## src/rtl/avg_pkg.sv

```systemverilog
package avg_pkg;

    // Selector codes on the load bus
    localparam logic [3:0] SEL_MAT  = 4'd1;  // coefficient matrix, row-major
    localparam logic [3:0] SEL_VEC  = 4'd2;  // parameter vector
    localparam logic [3:0] SEL_FVEC = 4'd3;  // solver linear-term memory

    typedef enum logic [1:0] {
        ST_IDLE,
        ST_RUN,
        ST_DRAIN
    } gen_state_e;

    // Tag that travels alongside each product through the pipeline
    typedef struct packed {
        logic vld;   // a real element is present
        logic head;  // first column of a row
        logic endr;  // last column of a row
        logic endv;  // last column of the last row
    } tag_t;

endpackage

```

## src/rtl/avg_store.sv

```systemverilog
module avg_store
    import avg_pkg::*;
#(
    parameter int ROWS = 8,
    parameter int VLEN = 11,
    parameter int XW   = 32,
    parameter int FW   = 25,
    parameter int RW   = 3,
    parameter int CW   = 4
) (
    input  logic                 clk,
    input  logic                 rst,
    input  logic                 idle,
    input  logic [3:0]           host_sel,
    input  logic [XW-1:0]        host_data,
    input  logic                 host_wr,
    input  logic [RW-1:0]        rd_row,
    input  logic [CW-1:0]        rd_col,
    output logic signed [FW-1:0] f_op,
    output logic signed [XW-1:0] x_op
);

    localparam int FN  = ROWS * VLEN;
    localparam int MAW = (FN > 1) ? $clog2(FN) : 1;

    logic signed [FW-1:0] fmem [FN];
    logic signed [XW-1:0] xmem [VLEN];

    logic [MAW-1:0] mat_cnt;
    logic [CW-1:0]  vec_cnt;
    logic [MAW-1:0] rd_idx;
    logic           mat_we;
    logic           vec_we;

    assign mat_we = idle && host_wr && (host_sel == SEL_MAT);
    assign vec_we = idle && host_wr && (host_sel == SEL_VEC);
    assign rd_idx = MAW'(rd_row) * MAW'(VLEN) + MAW'(rd_col);

    // Fill counters restart whenever the host selects another target
    always_ff @(posedge clk) begin
        if (rst || host_sel != SEL_MAT) begin
            mat_cnt <= '0;
        end else if (mat_we) begin
            mat_cnt <= (mat_cnt == MAW'(FN - 1)) ? '0 : mat_cnt + 1'b1;
        end
    end

    always_ff @(posedge clk) begin
        if (rst || host_sel != SEL_VEC) begin
            vec_cnt <= '0;
        end else if (vec_we) begin
            vec_cnt <= (vec_cnt == CW'(VLEN - 1)) ? '0 : vec_cnt + 1'b1;
        end
    end

    // Storage and registered operand read
    always_ff @(posedge clk) begin
        if (mat_we) begin
            fmem[mat_cnt] <= host_data[FW-1:0];
        end
        if (vec_we) begin
            xmem[vec_cnt] <= host_data;
        end
        f_op <= fmem[rd_idx];
        x_op <= xmem[rd_col];
    end

    p_cnt_range_r3_r4: assert property (@(posedge clk) disable iff (rst)
        (int'(mat_cnt) < FN) && (int'(vec_cnt) < VLEN));

endmodule

```

## src/rtl/avg_splitmul.sv

```systemverilog
module avg_splitmul #(
    parameter int AW = 32,  // wide operand (split)
    parameter int BW = 25,  // narrow operand
    parameter int LO = 16   // width of the unsigned low part
) (
    input  logic                    clk,
    input  logic                    rst,
    input  logic signed [AW-1:0]    a,
    input  logic signed [BW-1:0]    b,
    output logic signed [AW+BW-1:0] p
);

    localparam int HW  = AW - LO;
    localparam int PW  = AW + BW;
    localparam int PLW = BW + LO + 1;
    localparam int PHW = BW + HW;

    logic signed [PLW-1:0] lo_a, lo_b, lo_q;
    logic signed [PHW-1:0] hi_a, hi_b, hi_q;

    // Low half as a non-negative signed value, high half keeps the sign
    assign lo_a = PLW'($signed({1'b0, a[LO-1:0]}));
    assign lo_b = PLW'(b);
    assign hi_a = PHW'($signed(a[AW-1:LO]));
    assign hi_b = PHW'(b);

    // Stage 1: partial products
    always_ff @(posedge clk) begin
        lo_q <= lo_a * lo_b;
        hi_q <= hi_a * hi_b;
    end

    // Stage 2: long-multiplication combine
    always_ff @(posedge clk) begin
        p <= (PW'(hi_q) <<< LO) + PW'(lo_q);
    end

    // Checker: full-width reference two cycles back
    logic signed [PW-1:0] a_x, b_x;
    logic [1:0]           warm;

    assign a_x = PW'(a);
    assign b_x = PW'(b);

    always_ff @(posedge clk) begin
        if (rst) begin
            warm <= '0;
        end else if (warm != 2'd3) begin
            warm <= warm + 1'b1;
        end
    end

    p_split_exact_r10: assert property (@(posedge clk) disable iff (rst)
        (warm == 2'd3) |-> (p == $past(a_x, 2) * $past(b_x, 2)));

endmodule

```

## src/rtl/avg_mac.sv

```systemverilog
module avg_mac #(
    parameter int PW = 57,  // product width
    parameter int AW = 62,  // accumulator width
    parameter int OW = 41,  // output width
    parameter int SH = 18   // fraction bits dropped on output
) (
    input  logic                 clk,
    input  logic                 rst,
    input  logic                 in_vld,
    input  logic                 in_head,
    input  logic                 in_endr,
    input  logic signed [PW-1:0] prod,
    output logic [OW-1:0]        f_val,
    output logic                 row_done
);

    logic signed [AW-1:0] acc;

    always_ff @(posedge clk) begin
        if (rst) begin
            acc      <= '0;
            row_done <= 1'b0;
        end else begin
            row_done <= in_vld && in_endr;
            if (in_vld) begin
                acc <= in_head ? AW'(prod) : acc + AW'(prod);
            end
        end
    end

    // Floor rescale with wrap: keep the bit slice above the dropped fraction
    assign f_val = acc[SH+OW-1:SH];

    p_acc_hold_r5: assert property (@(posedge clk) disable iff (rst)
        !in_vld |=> $stable(acc));

endmodule

```

## src/rtl/affine_vec_gen.sv

```systemverilog
module affine_vec_gen
    import avg_pkg::*;
#(
    parameter int ROWS  = 8,
    parameter int VLEN  = 11,
    parameter int XW    = 32,
    parameter int XF    = 20,
    parameter int FW    = 25,
    parameter int FF    = 20,
    parameter int OW    = 41,
    parameter int OF    = 22,
    parameter int SPLIT = 16
) (
    input  logic          clk,
    input  logic          rst,
    input  logic [3:0]    host_sel,
    input  logic [XW-1:0] host_data,
    input  logic          host_wr,
    input  logic          start,
    output logic [3:0]    fwd_sel,
    output logic [OW-1:0] fwd_data,
    output logic          fwd_wr,
    output logic          solver_go,
    output logic          busy
);

    localparam int RW        = (ROWS > 1) ? $clog2(ROWS) : 1;
    localparam int CW        = (VLEN > 1) ? $clog2(VLEN) : 1;
    localparam int PW        = XW + FW;
    localparam int AW        = PW + CW + 1;
    localparam int SH        = XF + FF - OF;
    // Total run = ROWS*VLEN issue cycles + EXTRA.
    // After the last issue: combine(2) + accumulate(1) = PIPE, then TAIL.
    localparam int EXTRA     = 9;
    localparam int PIPE      = 3;
    localparam int TAIL      = EXTRA - PIPE;
    localparam int RUN_TOTAL = ROWS * VLEN + EXTRA;
    localparam int LCW       = $clog2(RUN_TOTAL + 2) + 1;
    localparam int WCW       = $clog2(ROWS + 2) + 1;

    gen_state_e state, state_nx;

    logic [RW-1:0]        row;
    logic [CW-1:0]        col;
    logic                 at_end;
    logic                 idle;
    tag_t                 tag_a, tag_b, tag_c;
    logic signed [FW-1:0] f_op;
    logic signed [XW-1:0] x_op;
    logic signed [PW-1:0] prod;
    logic [OW-1:0]        f_val;
    logic                 row_done;
    logic                 fin_d;
    logic [TAIL-1:0]      tail_q;

    assign idle      = (state == ST_IDLE);
    assign busy      = !idle;
    assign at_end    = (row == RW'(ROWS - 1)) && (col == CW'(VLEN - 1));
    assign solver_go = tail_q[TAIL-1];

    // ---------------- state register ----------------
    always_ff @(posedge clk) begin
        if (rst) begin
            state <= ST_IDLE;
        end else begin
            state <= state_nx;
        end
    end

    // ---------------- next state ----------------
    always_comb begin
        state_nx = state;
        unique case (state)
            ST_IDLE:  if (start)             state_nx = ST_RUN;
            ST_RUN:   if (at_end)            state_nx = ST_DRAIN;
            ST_DRAIN: if (tail_q[TAIL-2])    state_nx = ST_IDLE;
            default:                         state_nx = ST_IDLE;
        endcase
    end

    // ---------------- element walk ----------------
    always_ff @(posedge clk) begin
        if (rst || idle) begin
            row <= '0;
            col <= '0;
        end else if (state == ST_RUN) begin
            if (col == CW'(VLEN - 1)) begin
                col <= '0;
                row <= row + 1'b1;
            end else begin
                col <= col + 1'b1;
            end
        end
    end

    // ---------------- tag pipeline and trigger tail ----------------
    always_ff @(posedge clk) begin
        if (rst) begin
            tag_a  <= '0;
            tag_b  <= '0;
            tag_c  <= '0;
            fin_d  <= 1'b0;
            tail_q <= '0;
        end else begin
            tag_a.vld  <= (state == ST_RUN);
            tag_a.head <= (col == '0);
            tag_a.endr <= (col == CW'(VLEN - 1));
            tag_a.endv <= (state == ST_RUN) && at_end;
            tag_b      <= tag_a;
            tag_c      <= tag_b;
            fin_d      <= tag_c.vld && tag_c.endv;
            tail_q     <= {tail_q[TAIL-2:0], fin_d};
        end
    end

    // ---------------- outputs ----------------
    always_ff @(posedge clk) begin
        if (rst) begin
            fwd_sel  <= '0;
            fwd_data <= '0;
            fwd_wr   <= 1'b0;
        end else if (idle) begin
            fwd_sel  <= host_sel;
            fwd_data <= {{(OW-XW){1'b0}}, host_data};
            fwd_wr   <= host_wr;
        end else begin
            fwd_sel  <= SEL_FVEC;
            fwd_data <= f_val;
            fwd_wr   <= row_done;
        end
    end

    // ---------------- datapath ----------------
    avg_store #(
        .ROWS (ROWS),
        .VLEN (VLEN),
        .XW   (XW),
        .FW   (FW),
        .RW   (RW),
        .CW   (CW)
    ) u_store (
        .clk       (clk),
        .rst       (rst),
        .idle      (idle),
        .host_sel  (host_sel),
        .host_data (host_data),
        .host_wr   (host_wr),
        .rd_row    (row),
        .rd_col    (col),
        .f_op      (f_op),
        .x_op      (x_op)
    );

    avg_splitmul #(
        .AW (XW),
        .BW (FW),
        .LO (SPLIT)
    ) u_mul (
        .clk (clk),
        .rst (rst),
        .a   (x_op),
        .b   (f_op),
        .p   (prod)
    );

    avg_mac #(
        .PW (PW),
        .AW (AW),
        .OW (OW),
        .SH (SH)
    ) u_mac (
        .clk      (clk),
        .rst      (rst),
        .in_vld   (tag_c.vld),
        .in_head  (tag_c.head),
        .in_endr  (tag_c.endr),
        .prod     (prod),
        .f_val    (f_val),
        .row_done (row_done)
    );

    // ---------------- checker state ----------------
    logic [LCW-1:0] lat_q;
    logic [WCW-1:0] wcnt;
    logic           past_ok;

    always_ff @(posedge clk) begin
        if (rst) begin
            lat_q   <= '0;
            wcnt    <= '0;
            past_ok <= 1'b0;
        end else begin
            past_ok <= 1'b1;
            if (idle) begin
                lat_q <= '0;
                wcnt  <= '0;
            end else begin
                lat_q <= lat_q + 1'b1;
                wcnt  <= wcnt + WCW'(row_done);
            end
        end
    end

    p_trig_pulse_r7: assert property (@(posedge clk) disable iff (rst)
        solver_go |=> !solver_go);

    p_trig_idle_r7: assert property (@(posedge clk) disable iff (rst)
        solver_go |-> (!busy && $past(busy)));

    p_latency_r7: assert property (@(posedge clk) disable iff (rst)
        solver_go |-> (int'(lat_q) == RUN_TOTAL));

    p_fmode_r6: assert property (@(posedge clk) disable iff (rst)
        (fwd_wr && busy) |-> (fwd_sel == SEL_FVEC));

    p_wcount_r6: assert property (@(posedge clk) disable iff (rst)
        solver_go |-> (int'(wcnt) == ROWS));

    p_pass_r2: assert property (@(posedge clk) disable iff (rst)
        (past_ok && $past(state) == ST_IDLE) |->
            (fwd_wr == $past(host_wr) && fwd_sel == $past(host_sel) &&
             fwd_data == {{(OW-XW){1'b0}}, $past(host_data)}));

endmodule

```

## config.mk

```make
export PLATFORM = sky130hd
export DESIGN_NAME = affine_vec_gen
export DESIGN_NICKNAME = d
export VERILOG_FILES = /design/src/rtl/avg_pkg.sv /design/src/rtl/avg_store.sv /design/src/rtl/avg_splitmul.sv /design/src/rtl/avg_mac.sv /design/src/rtl/affine_vec_gen.sv
export SDC_FILE = /design/constraint.sdc
export NUM_CORES = 2
export LEC_CHECK = 0
export ABC_CLOCK_PERIOD_IN_PS = 6100
export BUFFER_PORTS_ARGS = -buffer_cell sky130_fd_sc_hd__buf_2
export CELL_PAD_IN_SITES_DETAIL_PLACEMENT = 0
export CELL_PAD_IN_SITES_GLOBAL_PLACEMENT = 1
export CORE_MARGIN = 2
export CORE_UTILIZATION = 50
export DETAILED_ROUTE_END_ITERATION = 10
export HOLD_SLACK_MARGIN = 0.05
export PLACE_DENSITY_LB_ADDON = 0.1
export SYNTH_ARGS = -nofsm -noshare
export SYNTH_HDL_FRONTEND = slang
export SYNTH_SLANG_ARGS = --single-unit
```

## constraint.sdc

```tcl
create_clock -name clk -period 6.1 [get_ports clk]
set_input_delay 0.915 -clock clk [delete_from_list [all_inputs] [get_ports clk]]
set_output_delay 0.915 -clock clk [all_outputs]
set_load 0.02 [all_outputs]
```

==> key figures <==
Global routing
  • Antenna violations before repair: 26
  • Grt ovf: 0
  • Largest net degree at the start of global routing: 85
  • First-pass GRT wire length: 558,600 um
  • Gr usage total: 26.93%
  • Vias in the first global route: 81,430

Synthesis
  • Synth Instances: 8,966
  • Synthesized flop and latch total: 2,894
  • Synth async-reset ratio: 0%
  • Synthesized Nets: 10,100
  • Total number of yosys warnings: 0
  • Netlist cell types: 75
  • Synthesized area: 141,000 um^2
  • Number of synthesized flops with an enable pin: 2,552
  • Mapped Avg Cell Area: 15.72 um^2
  • Sequential area share after synthesis: 59.22%
  • Main synth FF type: edfxtp_1

Routing
  • Vias: 78,080
  • Routed len/inst: 28.28 um
  • Drt pass-1 iters: 6
  • Drt total wl: 384,600 um
  • Number of routed nets with antenna violations: 0
  • DRC viols: 0
  • Initial detailed-routing violation count: 7,371
  • Via density: 5.741

Outcome
  • Status: finished, violations left
  • Failing checks: setup timing

STA
  • Max-slew violations: 0
  • Worst-Margin Slew: 1.206 ns
  • Slew HR: 19.41%
  • Period utilization: 104.7%
  • RSZ-0062 raised after global routing: yes
  • Final setup violation count: 21
  • Clock Skew: 0.06794 ns
  • Crit path time final: 6.388 ns
  • PnR worst setup slack: -0.2879 ns
  • Final hold vios: 0
  • Fmax: 156.5 MHz

Floorplanning
  • Std cell rows: 194
  • # IOs: 88
  • Die height: 535.0 um
  • Placeable Area: 279,900 um^2
  • Initial core utilization: 50.37%
  • Die W: 535.0 um
  • Die Area: 286,200 um^2

Place
  • Place WS: -0.5762 ns
  • Port buffer count: 87
  • GPL Wtd Cong: 0.8746
  • Post-DP HPWL: 255,200 um

Finish
  • Final core occ: 58.32%
  • Most frequent cells in the layout: 2,552 x edfxtp_1, 959 x inv_1, 762 x nand2_1, 743 x fa_1, 732 x mux4_2
  • Most common cell after layout, fill and taps aside: edfxtp_1
  • Area grow syn2layout: 15.79%
  • Ratio of cells with drive above 1 in the final layout: 24.11%
  • Final #Nets: 10,770
  • Fillers: 21,430

Clock tree
  • Clk_lat worst skew: 0.92 ns
  • Clock slew at reported path FFs: 0.06 ns
  • Number of buffers created by CTS: 307
  • CTS root buf: clkbuf_16
  • Max Root-Sink Buffers: 4
  • CTS H-tree lvls: 5
  • CTS Sinks: 2,894
  • CTS tree: built

Job
  • Max-cap violations: 0

Setup path
  • WP data required: 6.88 ns
  • Worst Path Max Fanout: 17
  • Worst Setup Path Type: reg2reg
  • Startpoint Class: flop
  • Critical path data arrival time: 7.17 ns
  • Crit path capture type: flop

Power
  • Lkg Pwr: 59.44 nW
  • Peak supply drop: 0.0005387 V
  • Power density cells: 429.3 nW/um^2

Worst hold path
  • Hold WC Path Type: in2reg
routing by layer:
| metal | part of all wire [%] | GRT usage [%] | wire (um) | vias up |
|---|---|---|---|---|
| li1 | - | - | - | 33820 |
| met1 | 42 | 37.89 | 161400 | 41240 |
| met2 | 49 | 44.17 | 186500 | 2468 |
| met3 | 6.1 | 3.344 | 23400 | 540 |
| met4 | 3.4 | 8.450 | 13240 | 8 |
| met5 | 0.014 | 0 | 55 | - |
critical path, stage by stage, from the launching register on:
cell and delay, ns:
dfxtp_1 0.32, buf_12 0.14, buf_12 0.15, and2_1 0.16, fa_1 0.49, inv_1 0.06
fa_2 0.53, inv_1 0.06, fa_1 0.38, inv_1 0.08, fa_1 0.42, inv_2 0.07
fa_1 0.40, fa_1 0.54, ha_4 0.22, a21o_1 0.18, a21oi_4 0.17, o31ai_4 0.11
o31a_1 0.28, o22a_2 0.27, a31o_1 0.22, a221o_1 0.32, a21o_1 0.21, a31o_1 0.24
a21oi_2 0.15, xnor2_1 0.12
synth_stat cells, types with 57 or more instances:
cell	n	share of area, %
o21ai_0	227	0.81
nand2_1	777	2.1
mux2i_1	129	0.92
edfxtp_1	2552	54
ha_1	314	2.8
mux4_2	732	12
o211ai_1	68	0.36
a21oi_1	218	0.77
inv_1	989	2.6
xor2_1	60	0.37
fa_1	784	11
clkbuf_1	346	0.92
xnor2_1	121	0.75
nor2_1	269	0.72
nor2b_1	57	0.25
dfxtp_1	342	4.9
and2_1	340	1.5
buf_1	73	0.19
a21o_1	104	0.55
what timing repair did:
item	CTS	global route
pin swaps	77	161
resized for setup	192	194
endpoints found under the setup margin	36	40
hold buffers	0	0
gates cloned	1	5
setup buffers	42	58
final timing paths:
check,depth (start not counted),slack (ns),startpoint,endpoint
min,2,0.33,host_sel[3],fwd_sel[3]
max reg2reg,25,-0.29,u_store.f_op[4],u_mul.hi_q[35]
min reg2reg,0,0.33,u_mul.lo_q[13],u_mul.p[13]
max,25,-0.29,u_store.f_op[4],u_mul.hi_q[35]
sequential cells by signal (all words and copies together), names as in the netlist, 2 cells and up:
signal,count
u_store.fmem,2200
u_store.xmem,352
u_mac.acc,59
u_mul.p,57
u_mul.lo_q,42
fwd_data,41
u_mul.hi_q,41
u_store.x_op,32
u_store.f_op,25
u_store.mat_cnt,7
tail_q,6
col,4
fwd_sel,4
tag_a,4
tag_b,4
tag_c,4
u_store.vec_cnt,4
row,3
state,2
cell families (layout without fill, tap and decap cells):
kind of cell / Yosys count / in the layout / share of synthesized area, %
adders and majority gates: 1098 / 1098 / 13.92
other: 0 / 6 / 0
DFF: 2894 / 2894 / 59.22
AOI/OAI and AO/OA: 831 / 831 / 3.682
buffers and inverters: 1433 / 2337 / 3.836
muxes: 883 / 883 / 12.79
xor gates and xnor gates: 181 / 181 / 1.125
and+or+nand+nor: 1646 / 1646 / 5.434
layout make-up:
cell class	count	area (um^2)	area share (%)
sequential	2894	83600	51.22
multi-input combinational	4639	53940	33.04
clock buffer	384	8240	5.048
inverter	991	3721	2.280
tap	3724	4659	2.855
timing repair buffer	803	7357	4.507
clock inverter	159	1697	1.039
antenna	6	15.01	0.009198
per-stage QoR:
step           instance area (um^2)  cells  setup TNS (ns)  power (mW)  hold slack [ns]
2_1_floorplan                141100   8966        -0.01175       37.73           0.3096
3_3_place_gp                 151000  12950          -8.451       48.41           0.3156
3_5_place_dp                 151000  12950          -9.501       48.61           0.3168
4_1_cts                      162000  13540          -2.742       68.81           0.2727
5_1_grt                      163200  13600          -8.093       73.88           0.3250
6_report                     163200  13600          -2.816       70.07           0.3266
report_power, final:
group          switching (mW)  total [mW]  internal, mW
Combinational            14.7        28.6          13.8
Clock                    7.81        18.6          10.8
Sequential              0.604        22.9          22.3
Total                    23.1        70.1          46.9
Note: power is estimated with default switching activity, not from simulation.
